[src/rtl/cmdline_pkg.sv]
package cmdline_pkg;
  localparam int unsigned CRC_W = 7;
  localparam logic [CRC_W-1:0] CRC_POLY = 7'h09;

  typedef enum logic [1:0] {
    RSP_NONE       = 2'd0,
    RSP_SHORT      = 2'd1,
    RSP_LONG       = 2'd2,
    RSP_SHORT_NOCRC = 2'd3
  } rsp_kind_e;

  typedef enum logic [1:0] {
    ST_IDLE = 2'd0,
    ST_SEND = 2'd1,
    ST_WAIT = 2'd2,
    ST_RECV = 2'd3
  } seq_state_e;

  function automatic logic [CRC_W-1:0] crc7_step(input logic [CRC_W-1:0] c, input logic b);
    logic fb;
    fb = b ^ c[CRC_W-1];
    return {c[CRC_W-2:0], 1'b0} ^ ({CRC_W{fb}} & CRC_POLY);
  endfunction
endpackage

[src/rtl/cmdline_tx.sv]
module cmdline_tx
  import cmdline_pkg::*;
#(
  parameter int unsigned IDX_W = 6,
  parameter int unsigned ARG_W = 32
) (
  input  logic             clk_i,
  input  logic             rst_ni,
  input  logic             load_i,
  input  logic             shift_i,
  input  logic [IDX_W-1:0] idx_i,
  input  logic [ARG_W-1:0] arg_i,
  output logic             bit_o
);
  localparam int unsigned HEAD_W  = 2 + IDX_W + ARG_W;
  localparam int unsigned FRAME_W = HEAD_W + CRC_W + 1;

  logic [HEAD_W-1:0]  head;
  logic [CRC_W-1:0]   crc;
  logic [FRAME_W-1:0] sh_q;

  always_comb begin
    head = {1'b0, 1'b1, idx_i, arg_i};
    crc  = '0;
    for (int i = HEAD_W - 1; i >= 0; i--) crc = crc7_step(crc, head[i]);
  end

  always_ff @(posedge clk_i or negedge rst_ni) begin
    if (!rst_ni)      sh_q <= '1;
    else if (load_i)  sh_q <= {head, crc, 1'b1};
    else if (shift_i) sh_q <= {sh_q[FRAME_W-2:0], 1'b1};
  end

  assign bit_o = sh_q[FRAME_W-1];
endmodule

[src/rtl/cmdline_rx.sv]
module cmdline_rx
  import cmdline_pkg::*;
#(
  parameter int unsigned RSP_W = 128
) (
  input  logic             clk_i,
  input  logic             rst_ni,
  input  logic             clear_i,
  input  logic             shift_i,
  input  logic             crc_en_i,
  input  logic             bit_i,
  output logic [RSP_W-1:0] frame_o,
  output logic [CRC_W-1:0] crc_o
);
  logic [RSP_W-2:0] sh_q;
  logic [CRC_W-1:0] crc_q;

  // frame_o includes the bit on the line this cycle
  assign frame_o = {sh_q, bit_i};
  assign crc_o   = crc_q;

  always_ff @(posedge clk_i or negedge rst_ni) begin
    if (!rst_ni) begin
      sh_q  <= '0;
      crc_q <= '0;
    end else if (clear_i) begin
      sh_q  <= '0;
      crc_q <= '0;
    end else begin
      if (shift_i)  sh_q  <= frame_o[RSP_W-2:0];
      if (crc_en_i) crc_q <= crc7_step(crc_q, bit_i);
    end
  end
endmodule

[src/rtl/cmdline_gap.sv]
module cmdline_gap #(
  parameter int unsigned GAP_W = 8
) (
  input  logic             clk_i,
  input  logic             rst_ni,
  input  logic             load_i,
  input  logic [GAP_W-1:0] len_i,
  output logic             expired_o
);
  logic [GAP_W-1:0] cnt_q;

  always_ff @(posedge clk_i or negedge rst_ni) begin
    if (!rst_ni)             cnt_q <= '0;
    else if (load_i)         cnt_q <= len_i;
    else if (cnt_q != '0)    cnt_q <= cnt_q - 1'b1;
  end

  assign expired_o = (cnt_q == '0);
endmodule

[src/rtl/cmdline_host.sv]
module cmdline_host
  import cmdline_pkg::*;
#(
  parameter int unsigned IDX_W   = 6,
  parameter int unsigned ARG_W   = 32,
  parameter int unsigned LONG_W  = 136,
  parameter int unsigned N_CR    = 2,
  parameter int unsigned N_RC    = 8,
  parameter int unsigned N_CC    = 8,
  parameter int unsigned TIMEOUT = 64
) (
  input  logic                clk_i,
  input  logic                rst_ni,
  input  logic                start_i,
  input  logic [IDX_W-1:0]    idx_i,
  input  logic [ARG_W-1:0]    arg_i,
  input  logic [1:0]          rsp_type_i,
  input  logic                id_mode_i,
  input  logic                cmd_i,
  output logic                cmd_o,
  output logic                cmd_oe_o,
  output logic                ready_o,
  output logic [LONG_W-9:0]   rsp_o,
  output logic                crc_err_o,
  output logic                timeout_o,
  output logic                done_o
);
  localparam int unsigned FRAME_W      = 2 + IDX_W + ARG_W + CRC_W + 1;
  localparam int unsigned RSP_W        = LONG_W - 8;
  localparam int unsigned SHORT_CRC_HI = FRAME_W - CRC_W - 2;
  localparam int unsigned LONG_CRC_LO  = 8;
  localparam int unsigned LONG_CRC_HI  = LONG_W - CRC_W - 2;
  localparam int unsigned CNT_MAX      = (LONG_W > TIMEOUT) ? LONG_W : TIMEOUT;
  localparam int unsigned CNT_W        = $clog2(CNT_MAX + 1);
  localparam int unsigned GAP_MAX      = (N_CC + LONG_W > N_RC) ? N_CC + LONG_W : N_RC;
  localparam int unsigned GAP_W        = $clog2(GAP_MAX + 1);

  seq_state_e       state_q;
  rsp_kind_e        kind_q;
  logic             idm_q;
  logic [CNT_W-1:0] cnt_q;
  logic             done_q, crc_err_q, timeout_q;
  logic [RSP_W-1:0] rsp_q;

  logic             gap_ok, accept, tx_bit;
  logic             send_end, start_seen, wait_to, rsp_last, crc_win, crc_bad;
  logic             gap_load;
  logic [GAP_W-1:0] gap_len;
  logic [RSP_W-1:0] rx_frame;
  logic [CRC_W-1:0] rx_crc;

  assign ready_o  = (state_q == ST_IDLE) && gap_ok;
  assign accept   = start_i && ready_o;
  assign cmd_oe_o = (state_q == ST_SEND);
  assign cmd_o    = cmd_oe_o ? tx_bit : 1'b1;

  assign send_end   = (state_q == ST_SEND) && (cnt_q == CNT_W'(FRAME_W - 1));
  // zeros before N_CR released cycles are not a start bit
  assign start_seen = (state_q == ST_WAIT) && (cnt_q >= CNT_W'(N_CR)) && !cmd_i;
  assign wait_to    = (state_q == ST_WAIT) && !start_seen && (cnt_q == CNT_W'(TIMEOUT - 1));
  assign rsp_last   = (state_q == ST_RECV) &&
                      (cnt_q == ((kind_q == RSP_LONG) ? CNT_W'(LONG_W - 1) : CNT_W'(FRAME_W - 1)));
  assign crc_win    = (state_q == ST_RECV) &&
                      ((kind_q == RSP_LONG) ? (cnt_q >= CNT_W'(LONG_CRC_LO) && cnt_q <= CNT_W'(LONG_CRC_HI))
                                            : (cnt_q <= CNT_W'(SHORT_CRC_HI)));
  assign crc_bad    = (kind_q != RSP_SHORT_NOCRC) && (rx_crc != rx_frame[CRC_W:1]);

  assign gap_load = (send_end && kind_q == RSP_NONE) || wait_to || rsp_last;
  assign gap_len  = rsp_last            ? GAP_W'(N_RC) :
                    (wait_to && idm_q)  ? GAP_W'(N_CC + LONG_W) : GAP_W'(N_CC);

  cmdline_tx #(.IDX_W(IDX_W), .ARG_W(ARG_W)) u_tx (
    .clk_i, .rst_ni, .load_i(accept), .shift_i(state_q == ST_SEND),
    .idx_i, .arg_i, .bit_o(tx_bit)
  );

  cmdline_rx #(.RSP_W(RSP_W)) u_rx (
    .clk_i, .rst_ni, .clear_i(start_seen), .shift_i(state_q == ST_RECV),
    .crc_en_i(crc_win), .bit_i(cmd_i), .frame_o(rx_frame), .crc_o(rx_crc)
  );

  cmdline_gap #(.GAP_W(GAP_W)) u_gap (
    .clk_i, .rst_ni, .load_i(gap_load), .len_i(gap_len), .expired_o(gap_ok)
  );

  always_ff @(posedge clk_i or negedge rst_ni) begin
    if (!rst_ni) begin
      state_q   <= ST_IDLE;
      kind_q    <= RSP_NONE;
      idm_q     <= 1'b0;
      cnt_q     <= '0;
      done_q    <= 1'b0;
      crc_err_q <= 1'b0;
      timeout_q <= 1'b0;
      rsp_q     <= '0;
    end else begin
      done_q <= 1'b0;
      unique case (state_q)
        ST_IDLE: if (accept) begin
          state_q   <= ST_SEND;
          cnt_q     <= '0;
          kind_q    <= rsp_kind_e'(rsp_type_i);
          idm_q     <= id_mode_i;
          rsp_q     <= '0;
          crc_err_q <= 1'b0;
          timeout_q <= 1'b0;
        end
        ST_SEND: begin
          if (send_end) begin
            cnt_q <= '0;
            if (kind_q == RSP_NONE) begin
              state_q <= ST_IDLE;
              done_q  <= 1'b1;
            end else begin
              state_q <= ST_WAIT;
            end
          end else begin
            cnt_q <= cnt_q + 1'b1;
          end
        end
        ST_WAIT: begin
          if (start_seen) begin
            state_q <= ST_RECV;
            cnt_q   <= CNT_W'(1);
          end else if (wait_to) begin
            state_q   <= ST_IDLE;
            done_q    <= 1'b1;
            timeout_q <= 1'b1;
          end else begin
            cnt_q <= cnt_q + 1'b1;
          end
        end
        ST_RECV: begin
          if (rsp_last) begin
            state_q   <= ST_IDLE;
            done_q    <= 1'b1;
            crc_err_q <= crc_bad;
            rsp_q     <= (kind_q == RSP_LONG) ? rx_frame : RSP_W'(rx_frame[FRAME_W-1:0]);
          end else begin
            cnt_q <= cnt_q + 1'b1;
          end
        end
        default: state_q <= ST_IDLE;
      endcase
    end
  end

  assign done_o    = done_q;
  assign crc_err_o = crc_err_q;
  assign timeout_o = timeout_q;
  assign rsp_o     = rsp_q;
endmodule

[config.mk]
export PLATFORM = sky130hd
export DESIGN_NAME = cmdline_host
export DESIGN_NICKNAME = d
export VERILOG_FILES = /design/src/rtl/cmdline_pkg.sv /design/src/rtl/cmdline_tx.sv /design/src/rtl/cmdline_rx.sv /design/src/rtl/cmdline_gap.sv /design/src/rtl/cmdline_host.sv
export SDC_FILE = /design/constraint.sdc
export NUM_CORES = 1
export LEC_CHECK = 0
export ABC_AREA = 1
export BUFFER_PORTS_ARGS = -buffer_cell sky130_fd_sc_hd__clkbuf_2
export CAP_MARGIN = 20
export CORE_MARGIN = 2
export CORE_UTILIZATION = 55
export DETAILED_ROUTE_END_ITERATION = 10
export PLACE_DENSITY = 0.79
export RECOVER_POWER = 100
export SLEW_MARGIN = 20
export SYNTH_ARGS = -nofsm -noshare
export SYNTH_HDL_FRONTEND = slang
export SYNTH_HIERARCHICAL = 1
export SYNTH_SLANG_ARGS = --single-unit
export TNS_END_PERCENT = 30
[constraint.sdc]
create_clock -name clk_i -period 2.7 [get_ports clk_i]
set_input_delay 0.81 -clock clk_i [delete_from_list [all_inputs] [get_ports clk_i]]
set_output_delay 0.81 -clock clk_i [all_outputs]
set_load 0.05 [all_outputs]
==> results.cfg <==
[run_status]
outcome = finished, final reports clean

[global_routing]
grt_overflow = 0
antenna_found_initial = 0
grt_use_met1 = 0.355
grt_busiest_layer = met2
gr-usage-met3 = 0.0276
grt_pass1_wl_mm = 61.0
grt_max_degree = 134
grt_pass1_vias = 12542
grt_util_all_layers = 0.239
met2_usage = 0.381

[worst_setup_path]
r2r-start = cnt_q[0]$_DFFE_PN0P_
setup.worst_path.start = u_gap/cnt_q[0]$_DFFE_PN0P_
crit_required_ns = 1.89
critPathLaunchType = register
crit_path_end_kind = primary output
arrival_ns = 1.79
r2r-end = u_rx/sh_q[82]$_DFFE_PN0P_
worstPathMaxFanout = 5
r2r_setup_slack_ns = 0.17
crit_type = register to primary output
r2r_cells = 10
endpoint = ready_o

[detailed_routing]
routed_wl_mm = 36.2
ant_nets = 0
drcViolationCount = 0
wl_per_cell_um = 14.5
drt_iter0_drc = 1330
vias = 13425
vias_per_cell = 5.39
dr.pass1.iters = 7

[clock_network]
cts_hold_buf = 0
h-tree-depth = 1
cts_tree = done
ctsRootBufferMaster = clkbuf_16
clkLatencyLatePin_ns = 0.55
cts_buffers = 31
clk_pin_slew_ns = 0.06
cts_sinks = 333
cts_buffer_depth = 3

[placement]
io_buffers = 178
hpwl_mm = 24.2
gp_congestion = 0.872
post-place-cells = 2430
postPlaceCellArea_um2 = 16900

[layout]
drive_gt1_frac = 0.142
final_nets = 2139
final_cell_count_no_fill = 2491
area_delta_synth_final_pct = 12.7
finish.instance_area_um2 = 17800
multi_input_comb_area_um2 = 6270
n_antenna_cell = 0
n_fill_cell = 2397
regArea_um2 = 8390

[yosys]
netlist_instances = 1920
yosysWarnings = 6
yosys.area.top_type = dfrtp_1
synth_top_area_share = 0.454
syn_area_um2 = 15800
yosys.cell_count.top_type = nand2_1
synth_seq_area_share = 0.532
synth_edf_count = 0
synth_commonest_cells = 816 x nand2_1, 328 x nand3_1, 286 x dfrtp_1
synth_seq_cells = 333
synth.distinct_cells = 39
async_reset_ff_frac = 1.00
synth_ff_type = dfrtp_1
avgSynthCellArea_um2 = 8.21
synthTopCellsByArea = dfrtp_1 45%, nand2_1 19%, nand3_1 10%

[timing]
fin_tns_setup_ns = 0
clock.fmax_mhz = 384
fin_hold_ws_ns = 0.471
final_max_slew_viol_count = 0
finalSetupViolCount = 0
hold_viol = 0
worst_slew_pin_slew_ns = 1.46
finalCriticalPeriod_ns = 2.60
fin_worst_skew_ns = 0.0135
fin_crit_sh = 0.963
maxSlewHeadroom = 0.0253
rsz0062_at_grt = yes

[floorplanning]
start_util = 0.563
io_pins = 179
die_area_um2 = 30000
fp.coreArea_um2 = 28000
fp-row-count = 61
die_y_um = 173
die_w_um = 173

[hold_path]
hp-class = register to register
worstHoldStart = u_tx/sh_q[18]$_DFFE_PN1P_

[power_and_ir_drop]
vdd_drop_max_mv = 0.609
p_leak_uw = 0.00955
powerDensity_nw_per_um2 = 782

[flow_run]
cap_violations = 0
-- power breakdown --
group / switching, uW / total (uW) / internal (uW)
Combinational: 2560 / 3660 / 1100
Sequential: 363 / 6020 / 5660
Clock: 1780 / 4200 / 2420
-- area by class of cell --
type                            instances  share of cell area
Tap cell                              378              0.0266
Sequential cell                       333               0.472
Clock buffer                           48              0.0518
Multi-Input combinational cell       1368               0.353
Clock inverter                          7             0.00373
Inverter                              127              0.0271
Timing Repair Buffer                  230              0.0652
-- worst min-delay path by stage --
stage	to	slack, ns	depth (start not counted)
5_1_grt	idm_q$_DFFE_PN0P_	0.48	3
2_1_floorplan	u_tx/sh_q[46]$_DFFE_PN1P_	0.45	2
4_1_cts	rsp_o[113]$_DFFE_PN0P_	0.20	1
6_report	u_tx/sh_q[19]$_DFFE_PN1P_	0.47	2
3_5_place_dp	rsp_o[60]$_DFFE_PN0P_	0.47	2
3_3_place_gp	u_tx/sh_q[46]$_DFFE_PN1P_	0.46	2
-- timing repair --
| item | 4_1_cts | 5_1_grt |
|---|---|---|
| pin swaps | 1 | 10 |
| gates resized for setup | 5 | 33 |
| buffers inserted | 0 | 6 |
| setup endpoints to repair | 1 | 7 |
-- worst max-delay path, stage by stage (launching register included) --
cell and delay (ns):
dfrtp_1 0.38, inv_2 0.09, ha_4 0.16, nand2_2 0.08
nor2_4 0.16, inv_1 0.09, nor2_4 0.13, buf_8 0.15
-- stage by stage --
step / total power [uW] / setup slack [ns] / util
floorplan: 9040 / 0.0552 / -
global placement: 9630 / -0.236 / 0.604
detailed placement: 9740 / -0.329 / 0.604
CTS: 14000 / 0.00565 / 0.640
global route: 14700 / -0.0269 / 0.634
finish: 13900 / 0.0991 / 0.634
-- routing by layer --
| layer | share of wire | vias to the layer above | wire length [um] |
|---|---|---|---|
| met5 | 0 | - | 0 |
| met4 | 0.020 | 0 | 725 |
| met3 | 0.060 | 58 | 2170 |
| met2 | 0.46 | 433 | 16700 |
| met1 | 0.46 | 6459 | 16600 |
| li1 | - | 6475 | - |
-- state kept, by name, indices dropped and copies added, names as in the netlist --
signal / flops
kind_q: 2
cnt_q: 8
idm_q: 1
state_q: 2
u_rx/crc_o: 7
u_gap/cnt_q: 8
done_o: 1
crc_err_o: 1
u_rx/sh_q: 127
u_tx/sh_q: 47
timeout_o: 1
rsp_o: 128
-- cells by family (layout without fill, tap and decap cells) --
logic type / count (synthesis) / count (layout) / share of synthesized area
other cells: 1 / 5 / 0.000238
compound gates: 90 / 90 / 0.0387
fa+ha+maj: 3 / 3 / 0.00238
buf+inv: 223 / 412 / 0.0767
flops: 333 / 333 / 0.532
xor+xnor: 14 / 14 / 0.00778
simple gates: 1256 / 1256 / 0.342
-- cell usage in the layout, fill, tap and decap left out, types with 2 or more instances in the layout --
master and instances:
dfstp_2 47, buf_4 35, clkbuf_16 31, xnor2_1 9, nand3b_1 4, a21oi_1 6
xor2_1 4, o21ai_1 4, nand2_2 55, o221ai_1 6, nand3_2 13, clkinv_1 2
o21ai_2 2, ha_1 2, nor2_4 5, nor2_2 6, nor2_1 32, buf_2 2
conb_1 5, o211ai_1 33, o21ai_0 21, o22ai_1 13, clkbuf_4 5, nand2_4 4
nand3_1 320, clkbuf_1 144, buf_12 4, dfrtp_1 286, clkbuf_8 8, nand4_1 8
nand2_1 806, clkinvlp_2 2, clkinv_2 4, clkbuf_2 47, inv_2 18, inv_1 104
No activity file was read; power rests on OpenSTA's default activity.
